[src/rtl/adc_scan_pkg.sv]
package adc_scan_pkg;
    typedef enum logic [1:0] {
        S_IDLE   = 2'd0,
        S_LAUNCH = 2'd1,
        S_WAIT   = 2'd2
    } seq_state_t;
endpackage

[src/rtl/adc_seq_fsm.sv]
module adc_seq_fsm
    import adc_scan_pkg::*;
#(
    parameter int NCH  = 4,
    parameter int CH_W = 2
) (
    input  logic            clk,
    input  logic            rst_n,
    input  logic            req,
    input  logic            cfg_scan,
    input  logic            cfg_cont,
    input  logic [CH_W-1:0] cfg_chan,
    input  logic            conv_done,
    output logic            conv_start,
    output logic            busy,
    output logic            done_acc,
    output logic            scan_q,
    output logic [CH_W-1:0] chan_q
);
    localparam logic [CH_W-1:0] LAST = CH_W'(NCH - 1);

    seq_state_t state, state_nx;

    always_ff @(posedge clk) begin
        if (!rst_n) state <= S_IDLE;
        else        state <= state_nx;
    end

    always_comb begin
        state_nx = state;
        unique case (state)
            S_IDLE:   if (req) state_nx = S_LAUNCH;
            S_LAUNCH: state_nx = S_WAIT;
            S_WAIT:   if (conv_done) begin
                if (scan_q && (chan_q != LAST || cfg_cont)) state_nx = S_LAUNCH;
                else                                        state_nx = S_IDLE;
            end
            default:  state_nx = S_IDLE;
        endcase
    end

    always_comb begin
        conv_start = (state == S_LAUNCH);
        busy       = (state != S_IDLE);
        done_acc   = (state == S_WAIT) && conv_done;
    end

    always_ff @(posedge clk) begin
        if (!rst_n) begin
            chan_q <= '0;
            scan_q <= 1'b0;
        end else if (state == S_IDLE && req) begin
            chan_q <= cfg_scan ? '0 : cfg_chan;
            scan_q <= cfg_scan;
        end else if (done_acc && scan_q) begin
            chan_q <= (chan_q == LAST) ? '0 : CH_W'(chan_q + 1'b1);
        end
    end


    start_pulse_chk: assert property (@(posedge clk) disable iff (!rst_n)
        conv_start |=> !conv_start);

    scan_order_chk: assert property (@(posedge clk) disable iff (!rst_n)
        (done_acc && scan_q && chan_q != LAST) |=> (conv_start && chan_q == CH_W'($past(chan_q) + 1'b1)));

    restart_ignored_chk: assert property (@(posedge clk) disable iff (!rst_n)
        (busy && !done_acc) |=> $stable(chan_q));
endmodule

[src/rtl/adc_result_bank.sv]
module adc_result_bank #(
    parameter int NCH  = 4,
    parameter int DW   = 8,
    parameter int CH_W = 2
) (
    input  logic              clk,
    input  logic              rst_n,
    input  logic              we,
    input  logic [CH_W-1:0]   sel,
    input  logic [DW-1:0]     din,
    output logic [NCH*DW-1:0] res_flat
);
    for (genvar g = 0; g < NCH; g++) begin : g_reg
        always_ff @(posedge clk) begin
            if (!rst_n)                       res_flat[g*DW +: DW] <= '0;
            else if (we && sel == CH_W'(g))   res_flat[g*DW +: DW] <= din;
        end


        own_chan_chk: assert property (@(posedge clk) disable iff (!rst_n)
            !(we && sel == CH_W'(g)) |=> $stable(res_flat[g*DW +: DW]));
    end
endmodule

[src/rtl/adc_irq_ctrl.sv]
module adc_irq_ctrl #(
    parameter int NCH  = 4,
    parameter int CH_W = 2
) (
    input  logic            clk,
    input  logic            rst_n,
    input  logic            done_acc,
    input  logic            scan_q,
    input  logic [CH_W-1:0] chan_q,
    input  logic            cfg_irq_en,
    input  logic            cfg_irq_last,
    input  logic            irq_clr,
    output logic            irq
);
    localparam logic [CH_W-1:0] LAST = CH_W'(NCH - 1);

    logic at_first, at_last, set_evt;

    always_comb begin
        at_first = !scan_q || chan_q == '0;
        at_last  = scan_q && chan_q == LAST;
        set_evt  = done_acc && cfg_irq_en && (cfg_irq_last ? at_last : at_first);
    end

    always_ff @(posedge clk) begin
        if (!rst_n)       irq <= 1'b0;
        else if (set_evt) irq <= 1'b1;
        else if (irq_clr) irq <= 1'b0;
    end


    no_set_when_off_chk: assert property (@(posedge clk) disable iff (!rst_n)
        (!irq && !cfg_irq_en) |=> !irq);

    hold_until_clr_chk: assert property (@(posedge clk) disable iff (!rst_n)
        (irq && !irq_clr) |=> irq);

    set_beats_clr_chk: assert property (@(posedge clk) disable iff (!rst_n)
        (done_acc && cfg_irq_en && !cfg_irq_last && !scan_q) |=> irq);
endmodule

[src/rtl/adc_scan_ctrl.sv]
module adc_scan_ctrl #(
    parameter  int NCH  = 4,
    parameter  int DW   = 8,
    localparam int CH_W = $clog2(NCH)
) (
    input  logic              clk,
    input  logic              rst_n,
    input  logic              sw_start,
    input  logic              tmr_trig,
    input  logic              cfg_tmr_en,
    input  logic              cfg_scan,
    input  logic              cfg_cont,
    input  logic [CH_W-1:0]   cfg_chan,
    input  logic              cfg_irq_en,
    input  logic              cfg_irq_last,
    input  logic              irq_clr,
    input  logic              conv_done,
    input  logic [DW-1:0]     conv_data,
    output logic [CH_W-1:0]   conv_chan,
    output logic              conv_start,
    output logic              busy,
    output logic              irq,
    output logic [NCH*DW-1:0] res_all
);
    logic            req, done_acc, scan_q;
    logic [CH_W-1:0] chan_q;

    // timer trigger only counts when enabled
    assign req       = sw_start || (tmr_trig && cfg_tmr_en);
    assign conv_chan = chan_q;

    adc_seq_fsm #(.NCH(NCH), .CH_W(CH_W)) u_seq (
        .clk(clk), .rst_n(rst_n), .req(req), .cfg_scan(cfg_scan),
        .cfg_cont(cfg_cont), .cfg_chan(cfg_chan), .conv_done(conv_done),
        .conv_start(conv_start), .busy(busy), .done_acc(done_acc),
        .scan_q(scan_q), .chan_q(chan_q)
    );

    adc_result_bank #(.NCH(NCH), .DW(DW), .CH_W(CH_W)) u_res (
        .clk(clk), .rst_n(rst_n), .we(done_acc), .sel(chan_q),
        .din(conv_data), .res_flat(res_all)
    );

    adc_irq_ctrl #(.NCH(NCH), .CH_W(CH_W)) u_irq (
        .clk(clk), .rst_n(rst_n), .done_acc(done_acc), .scan_q(scan_q),
        .chan_q(chan_q), .cfg_irq_en(cfg_irq_en), .cfg_irq_last(cfg_irq_last),
        .irq_clr(irq_clr), .irq(irq)
    );


    reset_quiet_chk: assert property (@(posedge clk)
        !rst_n |=> (!busy && !irq && !conv_start && res_all == '0));
endmodule

[config.mk]
export PLATFORM = sky130hd
export DESIGN_NAME = adc_scan_ctrl
export DESIGN_NICKNAME = d
export VERILOG_FILES = /design/src/rtl/adc_scan_pkg.sv /design/src/rtl/adc_seq_fsm.sv /design/src/rtl/adc_result_bank.sv /design/src/rtl/adc_irq_ctrl.sv /design/src/rtl/adc_scan_ctrl.sv
export SDC_FILE = /design/constraint.sdc
export NUM_CORES = 1
export LEC_CHECK = 0
export CORE_MARGIN = 3
export CORE_UTILIZATION = 35
export CTS_BUF_LIST = sky130_fd_sc_hd__clkbuf_8
export DETAILED_ROUTE_END_ITERATION = 12
export DONT_BUFFER_PORTS = 1
export PLACE_DENSITY_LB_ADDON = 0.25
export SETUP_SLACK_MARGIN = 0.1
export SLEW_MARGIN = 20
export SYNTH_ARGS = -nofsm -noshare
export SYNTH_HDL_FRONTEND = slang
export SYNTH_HIERARCHICAL = 1
export SYNTH_SLANG_ARGS = --single-unit
[constraint.sdc]
create_clock -name clk -period 1.5 [get_ports clk]
set_input_delay 0.225 -clock clk [delete_from_list [all_inputs] [get_ports clk]]
set_output_delay 0.225 -clock clk [all_outputs]
set_load 0.02 [all_outputs]
==> After elaboration in Yosys (flattened, before gate mapping) <==
Index checks and enable logic that the tools add are counted.
{ "op_classes": {"add_sub_neg": 1, "eq_ne": 8, "mux": 11, "n_reduce_logical": 22} }
{ "op_table": {"columns": ["cell", "count"], "rows": [
  ["logical AND 1 bit", 12],
  ["two-way mux 2 bit", 6],
  ["equality test 2 bit (second input constant)", 3],
  ["case mux 2 bit (3 select lines)", 1],
  ["nonzero test 2 bit", 3],
  ["equality test 2 x 1 -> 1 bit (second input constant)", 2],
  ["zero test 2 bit", 2],
  ["two-way mux 1 bit", 4],
  ["!= test 2 bit (second input constant)", 2],
  ["logical OR 1 bit", 3],
  ["adder 2 x 1 -> 2 bit (second input constant)", 1],
  ["!= test 2 x 1 -> 1 bit (second input constant)", 1],
  ["AND reduction 2 bit", 1],
  ["zero test 1 bit", 1]
]} }
{ "word_totals": {"regBits": 38, "input_bits": 21, "out_inout_bits": 37, "elab_cells": 50} }

==> Logic depth before layout (Yosys ltp) <==
Gate-level depths: netlist of the first run.
{ "depth": {"depth_word": 6, "ltp_mapped": 5, "depth_no_buf": 5} }

==> Hierarchy <==
The synthesis of the first run kept the hierarchy.
{ "by_module_without_submodules": {"columns": ["module", "n_inst", "cells_per_inst", "area_per_inst_um2", "seq_area_each_um2"], "rows": [
  ["adc_result_bank", 1, 115, 1177.4, 640.6],
  ["adc_seq_fsm", 1, 32, 287.8, 100.1],
  ["adc_irq_ctrl", 1, 8, 66.3, 20.0],
  ["adc_scan_ctrl", 1, 1, 7.5, 0.0]
]} }

==> Least setup slack after synthesis of the first run <==
OpenSTA, ideal clock, no wires.
{ "synth_timing": {"path_kind": "reg-to-reg", "startpoint": "register u_seq.chan_q[0]", "endpoint": "register u_seq.chan_q[1]", "setup_time_ps": 119, "arrival_ps": 1266, "required_time_ps": 1381, "setup_slack_ps": 116, "stages_incl_launch_ff": 4, "n_path_buf": 0, "period_less_slack_ps": 1384, "cell_sequence": "dfxtp_1 > ha_1 > o22a_1 > o221a_2"} }
{ "synth_via": {"elab_chain_len": 4, "word_cells_on_any_way": 5, "cone_classes": "add/sub: 1; eq/ne: 1; mux: 3"} }
{ "synth_lines": {"columns": ["element", "line_no", "text"], "rows": [
  ["start: declaration", "adc_seq_fsm.sv:18", "output logic [CH_W-1:0] chan_q"],
  ["start signal: assignment", "adc_seq_fsm.sv:53", "chan_q <= cfg_scan ? '0 : cfg_chan;"],
  ["start signal: assignment", "adc_seq_fsm.sv:56", "chan_q <= (chan_q == LAST) ? '0 : CH_W'(chan_q + 1'b1);"],
  ["adder 2 x 1 -> 2 bit / equality test 2 bit (equally long branches)", "adc_seq_fsm.sv:56", null],
  ["two-way mux 2 bit *", "adc_seq_fsm.sv:56", null],
  ["two-way mux 2 bit *", "adc_seq_fsm.sv:55", "end else if (done_acc && scan_q) begin"],
  ["two-way mux 2 bit *", "adc_seq_fsm.sv:52", "end else if (state == S_IDLE && req) begin"]
]} }
Mark *: on every way between the ends. The rest lies on a longest branch, timed or not. The select of a mux whose other input is x is not followed.
A chain may end at the register's enable or synchronous reset.

==> Worst setup path in the final report of the first run <==
{ "layout_timing": {"startpoint": "register u_seq.state[1]", "endpoint": "output port busy"} }
{ "layout_via": {"elab_chain_len": 1} }
{ "layout_lines": {"columns": ["element", "line_no", "text"], "rows": [
  ["start: declaration", "adc_seq_fsm.sv:22", "seq_state_t state, state_nx;"],
  ["start signal: assignment", "adc_seq_fsm.sv:26", "else state <= state_nx;"],
  ["nonzero test 2 bit", "adc_seq_fsm.sv:44", "busy = (state != S_IDLE);"],
  ["end: declaration", "adc_scan_ctrl.sv:21", "output logic busy,"]
]} }
Every way passes these cells.

==> results of run 1 <==
-- final cells by class --
class | count | area [um2]
clock buffer | 6 | 82.58
clock inverter | 1 | 30.03
fill | 405 | 2375
multi-input combinational | 110 | 739.5
sequential | 38 | 762.0
tap | 50 | 62.56
timing repair buffer | 8 | 63.81
-- registers in the layout, indices dropped and copies added (netlist names) --
signal          cells
u_res/res_flat     32
u_irq/irq           1
u_seq/chan_q        2
u_seq/state         2
u_seq/scan_q        1
-- metal layers --
metal	vias to the layer above	track usage	part of all wire
met1	506	0.1658	0.41
met3	5	0.05125	0.078
li1	546	-	-
met5	-	0	0
met2	25	0.2053	0.49
met4	0	0.06263	0.015
-- per-stage QoR --
step / area (um2) / hold WS, ns / total power [uW] / std cells / util
finish: 1740 / 0.08928 / 2067 / 213 / 0.4229
global route: 1740 / 0.08097 / 2158 / 213 / 0.4229
CTS: 1737 / 0.07150 / 2095 / 213 / 0.4220
detailed placement: 1620 / 0.3776 / 1233 / 206 / 0.3937
global placement: 1620 / 0.3661 / 1227 / 206 / 0.3937
floorplan: 1539 / 0.3532 / 1201 / 156 / -
-- how the worst max path moves through the flow --
stage / slack (ns) / to / startpoint
4_1_cts: 0.16 / busy / u_seq/state[1]$_SDFFE_PN0P_
5_1_grt: 0.11 / u_res/res_flat[8]$_SDFFE_PN0P_ / u_seq/state[1]$_SDFFE_PN0P_
2_1_floorplan: 0.12 / u_seq/chan_q[1]$_SDFFE_PN0P_ / u_seq/chan_q[0]$_SDFFE_PN0P_
3_5_place_dp: 0.07 / u_seq/chan_q[1]$_SDFFE_PN0P_ / u_seq/chan_q[0]$_SDFFE_PN0P_
6_report: 0.18 / busy / u_seq/state[1]$_SDFFE_PN0P_
3_3_place_gp: 0.09 / u_seq/chan_q[1]$_SDFFE_PN0P_ / u_seq/chan_q[0]$_SDFFE_PN0P_
-- cell families (layout without fill, tap and decap cells) --
kind of cell	Yosys count	in the layout	synth area share
buffers and inverters	8	15	0.02682
AND/OR/NAND/NOR	65	65	0.2049
multiplexers	32	32	0.2081
AO/OA/AOI/OAI	12	12	0.05773
adder cells (fa/ha/maj)	1	1	0.008129
flip-flops	38	38	0.4943
-- critical path: stages, from the launching register on --
cell	delay [ns]
dfxtp_1	0.31
buf_4	0.15
or2_2	0.35
-- synthesized netlist by cell type --
cell type,number
a21o_1,1
o221a_2,1
and3b_1,2
o22a_1,1
ha_1,1
nor2b_1,2
nand4_1,1
mux2i_1,32
a31oi_1,1
nand3_1,2
buf_2,3
nand2_1,44
clkbuf_1,4
dfxtp_1,38
o211ai_2,1
or2_2,1
o21ai_0,2
and4b_2,1
nor3b_2,1
or3_1,1
nand3b_1,2
a21oi_1,2
and2b_2,2
and3_1,1
nand2b_1,2
a21boi_0,1
nor2_1,2
o31ai_1,1
or3b_1,1
o21a_1,1
buf_6,1
-- power by group through the flow --
stage                     combinational, uW  clock, uW  sequential (uW)
after floorplan                         111          0             1090
after global placement                  140          0             1090
after detailed placement                146          0             1090
after CTS                               147        882             1070
after global routing                    162        927             1070
final                                   146        855             1070
-- what timing repair did --
item / in CTS / in global routing
hold buffers: 0 / 0
setup endpoints to repair: 4 / 1
resized for setup: 2 / 1
pin swaps: 0 / 0
-- layout by cell type (no fill, tap or decap) --
cell type,instances
nand3_1,2
ha_1,1
nor2_1,2
nand3b_1,2
o221a_2,1
a21boi_0,1
nor3b_2,1
nand2_1,44
or3b_4,1
nand2b_1,2
or2_2,1
a31oi_1,1
dfxtp_2,1
o211ai_2,1
bufinv_16,1
o21a_1,1
o31ai_1,1
a21oi_1,2
mux2i_1,32
and3b_1,2
o22a_1,1
a21o_1,1
or3_1,1
o21ai_0,2
buf_4,7
nor2b_1,2
and2b_2,2
and4b_2,1
clkbuf_8,6
and3_1,1
buf_6,1
dfxtp_1,37
nand4_1,1
==> metrics list, run 1 <==
- The flow ran to the end, and the final reports show no timing, DRC or antenna violations.
* Number of design-rule violations left by the first detailed-router iteration: 42
* Area overhead of the layout relative to synthesis: 13.09%
- Counting I/O delays and the setup requirement, the final critical path takes 1.321 ns.
- Required time at the worst-slack endpoint: 1.27 ns
* Switch Pwr: 438.0 uW
* Placer congestion estimate: 0.7781
- Clock Tree Root: clkbuf_8
- Clock-pin slew was measured on the worst setup and hold paths at 0.06 ns.
* Worst reg2reg setup slack: 0.22 ns
- Maximum level of the CTS H-tree: 2
- The worst setup path is of the flip-flop to output port kind.
- Instance count along the most critical hold path: 2
- Total number of yosys warnings: 6
- Synthesis instantiated 31 different standard cells from the library.
* Class of the tightest hold or removal check: primary input to flip-flop
* Antenna violations before repair: 0
- Setup violations remaining at the end of the flow were counted as 0.
- Derived from the worst setup path, the maximum achievable clock frequency is 0.7571 GHz.
- Setup repair bufs after CTS: 0
* Final Hold Fails: 0
- For this run, the post-layout net count is 185.
- Internal power contribution: 1629 uW
* Sum of negative setup slack: 0 ns
* Ratio of cells with drive above 1 in the final layout: 0.1472
* Fraction of post-synthesis cell area in the top cell type by area: 0.4943
- The die is 72.31 um wide.
- DRC errors left: 0
* Logic depth of the worst register-to-register path: 3
* Final HPWL from detailed placement: 2.591 mm
- CTS sink count: 38
* Routed wire length: 3.403 mm
* Max-capacitance violation count: 0
- Worst setup timing slack at the placement stage: 0.07215 ns
* Maximum number of pins on one net before global-route repair: 47
- Clock tree from TritonCTS: built
- Clock tree buffer depth: 2
- Of the total power, the share spent switching nets is 0.2119.
* CP endpoint kind: output port
- Ranked by total cell area, the synthesized netlist is headed by dfxtp_1, mux2i_1, nand2_1, and2b_2, and3b_1.
- In the routed layout, each cell is associated on average with a via count of 5.080.
- Syn Area/Cell: 9.865 um2
* Worst EP arrival: 1.10 ns
- Count of buffers inserted at the top-level ports: 0
- Period Utilization, post-route: 0.8805
- Crit Path Max Fanout: 7
- The synthesized design spends more area on one cell type than any other, namely dfxtp_1.
- Worst Min Path Start: rst_n
- Clock tree synthesis inserted a total of 5 buffers.
* Vias post-DR: 1082
* Detailed-route wire length per cell: 15.98 um
* Mapped Nets: 178
- Floorplan row count: 23
- For this configuration, the core starts out at a cell density of 0.3740.
- Setup repair after global routing missed its margin: false
* Worst clock skew: 0.005249 ns
- Worst vdd ir: 0.4391 mV
* Max_slew headroom: 0.8232
- Part of the power in registers: 0.515
* Floorplan die height: 72.31 um
- For this design the ratio of total power to cell area is 1187 nW/um2.
- First-pass GRT wire length: 5.361 mm
- Synthesized flop and latch total: 38
- Across every metal layer, demand over resource in global routing totals 0.1340.
* Number of nets with antenna violations after routing: 0
* Worst Hold Endpoint: u_seq/chan_q[0]$_SDFFE_PN0P_
- Portion of total power attributed to the clock network: 0.414
* Vias in the first global route: 1073
- Crit Reg-Reg Endpoint: u_seq/chan_q[1]$_SDFFE_PN0P_
* Setup WS post-layout: 0.1792 ns
* Die Outline Area: 5229 um2
* Cells after Synth: 156
- Kind of launch point of the worst setup path: flip-flop
* Portion of the post-synthesis area used by sequential elements: 0.4943
- The first detailed-routing pass took 4 iterations.
* Aggregate global routing overflow: 0
* Total count of max-transition violations in the final report: 0
- The number of antenna diodes in the final layout is 0.
- Clock latency on the worst-skew pair, taken at its later pin, is 0.28 ns.
- Placeable core area: 4115 um2
- At the pin with the least slew margin, the transition time is 0.2640 ns.
- In this run the critical register-to-register path is launched from u_seq/chan_q[0]$_SDFFE_PN0P_.
- Leakage power summed over all cells: 0.0008166 uW
- Num ports: 58
- In this run the cell area of the synthesized design comes to 1539 um2.
- The share of total power dissipated in combinational logic is 0.071.
No activity file was read; power rests on OpenSTA's default activity.
==> run 2, diff against run 1 <==
--- a/config.mk
+++ b/config.mk
@@ -5,11 +5,13 @@
 export SDC_FILE = /design/constraint.sdc
 export NUM_CORES = 1
 export LEC_CHECK = 0
+export CORE_ASPECT_RATIO = 0.7
 export CORE_MARGIN = 3
 export CORE_UTILIZATION = 35
-export CTS_BUF_LIST = sky130_fd_sc_hd__clkbuf_8
+export CTS_BUF_LIST = sky130_fd_sc_hd__clkbuf_2 sky130_fd_sc_hd__clkbuf_4 sky130_fd_sc_hd__clkbuf_8
 export DETAILED_ROUTE_END_ITERATION = 12
 export DONT_BUFFER_PORTS = 1
+export HOLD_SLACK_MARGIN = 0.15
 export PLACE_DENSITY_LB_ADDON = 0.25
 export SETUP_SLACK_MARGIN = 0.1
 export SLEW_MARGIN = 20
==> run 2 against run 1 <==
Wire length rose by 11%. Combinational power rose by 21%. Utilization rose by 1.6 points. Sequential share of layout area fell by 1.1 points. Critical path type unchanged. Design area rose by 2.6%. Worst setup slack got worse by 0.0083 ns. Non-clock buffer count rose by 4. Critical endpoint unchanged. Clock skew rose by 0.0012 ns.
==> metrics list, run 2 (synthesis results as in run 1) <==
- The flow ran to the end, and the final reports show no timing, DRC or antenna violations.
* Number of design-rule violations left by the first detailed-router iteration: 49
- Of the total power, registers draw 0.509.
* CP Class: flip-flop to output port
- STA puts the critical path data arrival time at 1.10 ns.
- The worst setup path is captured at an output port.
- For this run, the total global-route usage over all layers was measured as 0.1473.
- Internal power contribution: 1596 uW
- Class of the tightest hold or removal check: primary input to flip-flop
- Dividing the detail-routed wire length by the instance count gives 17.13 um.
- Routed wire length: 3.769 mm
* Starting density of the core: 0.3786
* Crit Path Max Fanout: 7
* Floorplan row count: 19
- Portion of total power attributed to the clock network: 0.407
- For this run, the top clock speed supported by timing is 0.7524 GHz.
- Filler-free cell count of the finished design: 220
* Sum of negative setup slack: 0 ns
- Vias in the first global route: 1157
- Required time at the worst-slack endpoint: 1.27 ns
* Ratio of cells with drive above 1 in the final layout: 0.1548
- The tool flagged a number of max-cap violations equal to 0.
- Leading cell type in the layout, fill and taps excluded: nand2_1
* Post-CTS clock slew at the launch and capture registers of the worst setup and hold paths: 0.08 ns
- Placeable core area: 4065 um2
- Biggest registers after layout: u_res/res_flat: 32 flops, u_seq/chan_q: 2 flops, u_seq/state: 2 flops
* CTS sink count: 38
- Flip-flop count of the largest register after layout: 32
* Combinational power share: 0.084
- Including well taps, the total number of placed cells is 208.
- STA classifies the critical path startpoint as a flip-flop.
- Slew @ Worst Pin: 0.2685 ns
- The number of clock buffers added by TritonCTS is 5.
- The die covers 5241 um2.
- Maximum level of the CTS H-tree: 2
- For this design the ratio of total power to cell area is 1169 nW/um2.
- Aggregate global routing overflow: 0
- In this run the remaining antenna-violating nets after routing total 0.
- Worst clock skew: 0.006408 ns
- For the worst-skew pair, the clock arrives at the later sink with an insertion delay of 0.29 ns.
- The initial antenna violation count is 0.
- At the end of routability-driven placement, the weighted congestion stood at 0.7587.
- Final Hold Slack: 0.1543 ns
- Setup violations remaining at the end of the flow were counted as 0.
- Leakage power summed over all cells: 0.0008385 uW
- First-pass GRT wire length: 5.671 mm
* Count of buffers inserted at the top-level ports: 0
* Setup repair after global routing missed its margin: false
- The final count of pins violating max slew came to 0.
- Chip width: 85.26 um
* Final HPWL from detailed placement: 2.525 mm
- Worst vdd ir: 0.4815 mV
- Final Hold Fails: 0
- TritonCTS built the clock tree.
* DRC errors left: 0
- The net count of the finished layout is 189.
- In this run the power spent charging and discharging nets is 490.2 uW.
* Maximum number of pins on one net before global-route repair: 39
* Floorplan die height: 61.48 um
* Final critical-path required period: 1.329 ns
- Max_slew headroom: 0.8208
- The number of antenna diodes in the final layout is 0.
- Of the total power, the share spent switching nets is 0.2350.
- Most flop-heavy register: u_res/res_flat
* Most frequent cells in the layout: nand2_1, dfxtp_1, mux2i_1
- Dividing the final minimum period by the clock period gives 0.8861.
- Before antenna repair, the detailed router went through 4 iterations.
- Clock tree buffer depth: 2
- Vias post-DR: 1116
* Num ports: 58
- The tree is rooted in a clkbuf_8.
- Ratio of routed vias to standard cells: 5.073
- The area growth from synthesis to layout is 16.02%.
-- run 2: routing by layer --
| metal | track usage | vias to the layer above | part of all wire |
|---|---|---|---|
| li1 | - | 551 | - |
| met3 | 0.06818 | 9 | 0.083 |
| met1 | 0.1591 | 516 | 0.43 |
| met5 | 0 | - | 0 |
| met4 | 0.08126 | 0 | 0.021 |
| met2 | 0.2467 | 40 | 0.47 |
-- run 2: critical path: stages (launching register included) --
cell	delay, ns
dfxtp_1	0.31
buf_4	0.15
or2_2	0.36
-- run 2: path summary, 6_finish.rpt --
kind	startpoint	endpoint	slack (ns)	depth (start not counted)
setup / recovery	u_seq/state[1]$_SDFFE_PN0P_	busy	0.17	2
setup reg to reg	u_seq/state[1]$_SDFFE_PN0P_	u_res/res_flat[9]$_SDFFE_PN0P_	0.21	6
hold reg to reg	u_seq/scan_q$_SDFFE_PN0P_	u_seq/scan_q$_SDFFE_PN0P_	0.55	2
hold / removal	conv_data[6]	u_res/res_flat[6]$_SDFFE_PN0P_	0.15	2
-- run 2: power groups by stage --
stage | Sequential, uW | Combinational (uW) | Clock [uW]
after floorplan | 1090 | 111 | 0
after global placement | 1080 | 142 | 0
after detailed placement | 1080 | 146 | 0
after CTS | 1060 | 175 | 873
after global routing | 1070 | 190 | 909
final | 1060 | 176 | 849
-- run 2: area by class of cell --
cell class	count	area [um2]
Clock inverter	3	40.04
Clock buffer	5	68.82
Multi-Input combinational cell	110	739.5
Fill cell	403	2280
Timing Repair Buffer	12	110.1
Sequential cell	38	762.0
Tap cell	52	65.06
-- run 2: through the flow --
stage / total power (uW) / util / cell area (um2) / setup slack, ns
4_1_cts: 2109 / 0.4389 / 1784 / 0.1172
3_3_place_gp: 1225 / 0.3992 / 1623 / 0.1657
3_5_place_dp: 1230 / 0.3992 / 1623 / 0.1076
5_1_grt: 2165 / 0.4392 / 1785 / 0.1293
2_1_floorplan: 1201 / - / 1539 / 0.1156
6_report: 2086 / 0.4392 / 1785 / 0.1709
-- run 2: what timing repair did --
| item | 4_1_cts | 5_1_grt |
|---|---|---|
| hold endpoints to repair | 38 | 0 |
| buffers inserted | 0 | 0 |
| hold buffers | 4 | 0 |
| gates resized for setup | 1 | 1 |
| pin swaps | 0 | 0 |
| endpoints found under the setup margin | 1 | 1 |
==> run 3, diff against run 2 <==
--- a/config.mk
+++ b/config.mk
@@ -5,16 +5,17 @@
 export SDC_FILE = /design/constraint.sdc
 export NUM_CORES = 1
 export LEC_CHECK = 0
+export ABC_AREA = 1
 export CORE_ASPECT_RATIO = 0.7
 export CORE_MARGIN = 3
 export CORE_UTILIZATION = 35
 export CTS_BUF_LIST = sky130_fd_sc_hd__clkbuf_2 sky130_fd_sc_hd__clkbuf_4 sky130_fd_sc_hd__clkbuf_8
+export CTS_CLUSTER_DIAMETER = 30
 export DETAILED_ROUTE_END_ITERATION = 12
 export DONT_BUFFER_PORTS = 1
 export HOLD_SLACK_MARGIN = 0.15
 export PLACE_DENSITY_LB_ADDON = 0.25
 export SETUP_SLACK_MARGIN = 0.1
-export SLEW_MARGIN = 20
 export SYNTH_ARGS = -nofsm -noshare
 export SYNTH_HDL_FRONTEND = slang
 export SYNTH_HIERARCHICAL = 1
==> run 3 against run 2 <==
Count of clock-buffer cells in the layout unchanged. Via count rose by 43%. Maximum frequency shrank 0.55%. Clock skew fell by 0.0029 ns. Synthesized cell count is 78% higher. Cell count up 67%. Clock power is 21% lower. Utilization decreased by 0.27 points. Global-route usage rose by 0.51 points. Hold slack better by 0.0068 ns. Non-clock buffer count is 9 higher. Largest cell class is now multi-input gates. Highest routed layer unchanged.
==> metrics list, run 3 <==
- The register with the most flip-flops in the layout has 32 of them.
* Filler-free cell count of the finished design: 367
- Mapped Nets: 299
- In this run the remaining antenna-violating nets after routing total 0.
- Most frequent cells in the layout: nand2_1, nor2_1, inv_1
* Setup repair after global routing missed its margin: true
- STA classifies the critical path endpoint as an output port.
- Vias in the first global route: 1362
* Clock tree from TritonCTS: built
* Worst setup timing slack at the placement stage: 0.08441 ns
- After detailed placement, the design holds a cell count of 345.
- Of the total power, registers draw 0.504.
- Syn Area/Cell: 6.608 um2
* Switching Share: 0.3155
- In this run the power density over the cells is 1035 nW/um2.
- Across the routed clock network, the largest skew measured is 0.003465 ns.
- Combined global-route utilization of all metal layers: 0.1523
- Dividing the detail-routed via count by the number of cells gives 4.360.
* Top cells by instance count after synthesis: nand2_1, nor2_1, inv_1
* Total clock buffers created by CTS: 5
- Data on the critical path is required at its endpoint by 1.27 ns.
- The internal power of the cells totals 1520 uW.
- The first global-routing pass estimated 7.093 mm of wire.
- CP Class: flip-flop to output port
- Compared with the post-synthesis result, the final layout area differs by 17.16%.
* Count of buffers inserted at the top-level ports: 0
* Cell with the most instances after synthesis: nand2_1
* Die Outline Area: 6147 um2
- In the final layout, the share of cells above drive strength 1 is 0.1178.
- The clock reaches the later pin of the worst-skew pair after 0.29 ns.
- Wires add up to 4.626 mm.
* Slew @ Worst Pin: 0.4324 ns
- STA classifies the critical path startpoint as a flip-flop.
- After synthesis, the cell types taking the most area are dfxtp_1, nand2_1, nor2_1, inv_1, nand3_1.
- Sum of negative setup slack: 0 ns
- Placeable core area: 4913 um2
* Floorplan die height: 66.51 um
- Num ports: 58
- Detailed placement ended at an HPWL of 2.962 mm.
* Final core occ: 0.4365
- Worst vdd ir: 0.4056 mV
- CTS saw 38 sinks.
* Total count of max-transition violations in the final report: 0
* Leading cell type in the layout, fill and taps excluded: nand2_1
- Summing internal, switching and leakage power gives 2221 uW.
* Placer congestion estimate: 0.7340
- The tree is rooted in a clkbuf_8.
- Net count reported at finish: 319
- Aggregate global routing overflow: 0
- Antenna violations before repair: 1
* Leakage power summed over all cells: 0.001100 uW
- Max-capacitance violation count: 0
- The analysis attributes to net switching a power of 700.7 uW.
- Fraction of post-synthesis cell area in the top cell type by area: 0.4156
- Synth unique cells: 21
- For this run, design rule violations remaining after detail routing come to 0.
- In this run the number of H-tree levels came out at 2.
* Chip width: 92.44 um
* Max_slew headroom: 0.7107
- Synth async-reset ratio: 0
- The worst path meets setup with 0.1635 ns of slack.
- Detailed-routing iteration count for the pre-antenna-repair pass: 4
* FMAX: 0.7482 GHz
- Combinational power share: 0.195
- Final-report setup violation count: 0
- Portion of total power attributed to the clock network: 0.302
- After layout, the minimum clock period comes to 1.336 ns.
* Starting density of the core: 0.3725
- Yosys printed 6 warnings.
* Syn Std Cell Area: 1831 um2
- The flow ran to the end, and the final reports show no timing, DRC or antenna violations.
* Number of design-rule violations left by the first detailed-router iteration: 137
* Worst EP arrival: 1.11 ns
* Most flop-heavy register: u_res/res_flat
- Summed over all instances, the cell type with the most area after synthesis is dfxtp_1.
- Entering global routing, the biggest net connects 39 pins.
* Detailed-route wire length per cell: 12.60 um
* Cells after Synth: 277
* Fill cells: 528
- Post-CTS clock slew at the launch and capture registers of the worst setup and hold paths: 0.07 ns
* Most used flip-flop cell after synthesis: dfxtp_1
* Class of the tightest hold or removal check: primary input to flip-flop
- The final-report hold violation count was 0.
* Crit Path Max Fanout: 3
* Clock tree buffer depth: 2
- In this run, synthesis inferred 0 flip-flops with an integrated enable.
- Synthesized flop and latch total: 38
- The floorplan has 21 rows.
- In the final layout, the registers with the most flip-flops are u_res/res_flat: 32 flops, u_seq/chan_q: 2 flops, u_seq/state: 2 flops.
- Of the synthesized area, sequential elements account for 0.4156.
- The final route contains 1600 vias.
- Of the available clock period, the critical path in the final layout requires 0.8910.
==> run 3: changes by cell type after synthesis, moves of 8 or more <==
cell / delta
a21oi_1: +8
nand3_1: +12
inv_1: +51
mux2i_1: -32
nor2_1: +64
nand2_1: +25
==> run 3: critical path, cell delays in order, from the launching register on <==
cell	delay (ns)
dfxtp_1	0.39
inv_1	0.09
nor2_1	0.35
==> run 3: cells by family (layout without fill, tap and decap cells) <==
logic type / Yosys count / after routing / synth area share
buffers and inverters: 62 / 81 / 0.1456
flip-flops: 38 / 38 / 0.4156
adder cells (fa/ha/maj): 1 / 1 / 0.006834
AND/OR/NAND/NOR: 162 / 163 / 0.3903
AO/OA/AOI/OAI: 14 / 14 / 0.04170
other: 0 / 1 / 0
==> run 3: cell type report <==
class / count / area (um2) / area share
Antenna cell: 1 / 2.502 / 0.001167
Clock buffer: 5 / 68.82 / 0.03209
Clock inverter: 2 / 10.01 / 0.004667
Inverter: 53 / 203.9 / 0.09510
Multi-Input combinational cell: 178 / 813.3 / 0.3792
Sequential cell: 38 / 762.0 / 0.3553
Tap cell: 69 / 86.33 / 0.04026
Timing Repair Buffer: 21 / 197.7 / 0.09218
==> run 3: per-layer routing <==
metal	wire length, um	global-route usage
met5	0	0
met4	22	0.04444
met3	443	0.07449
met2	1844	0.1861
met1	2315	0.2254
==> run 3: worst paths after layout <==
kind                                    endpoint  slack, ns                        start  cells after the start
setup / recovery                      conv_start       0.16  u_seq/state[0]$_SDFFE_PN0P_                      2
hold / removal       u_seq/state[0]$_SDFFE_PN0P_       0.16                     cfg_cont                      2
setup reg to reg  u_res/res_flat[4]$_SDFFE_PN0P_       0.20  u_seq/state[0]$_SDFFE_PN0P_                      6
hold reg to reg        u_seq/scan_q$_SDFFE_PN0P_       0.57    u_seq/scan_q$_SDFFE_PN0P_                      2
==> run 3: timing repair <==
item	in CTS	in global routing
pin swaps	0	3
gates cloned	0	1
setup buffers	0	1
setup endpoints to repair	26	27
endpoints found under the hold margin	38	0
hold buffers	12	0
gates resized for setup	1	3
==> run 3: stage by stage <==
stage	hold slack [ns]	area (um2)
floorplan	0.3454	1831
global route	0.1582	2145
finish	0.1611	2145
CTS	0.1510	2118
global placement	0.3517	1909
detailed placement	0.3556	1909
==> run 3: power groups by stage <==
stage               combinational (uW)  sequential (uW)  clock [uW]
finish                             433             1120         670
global route                       486             1120         737
CTS                                424             1110         698
detailed placement                 364             1140           0
global placement                   362             1140           0
floorplan                          267             1160           0
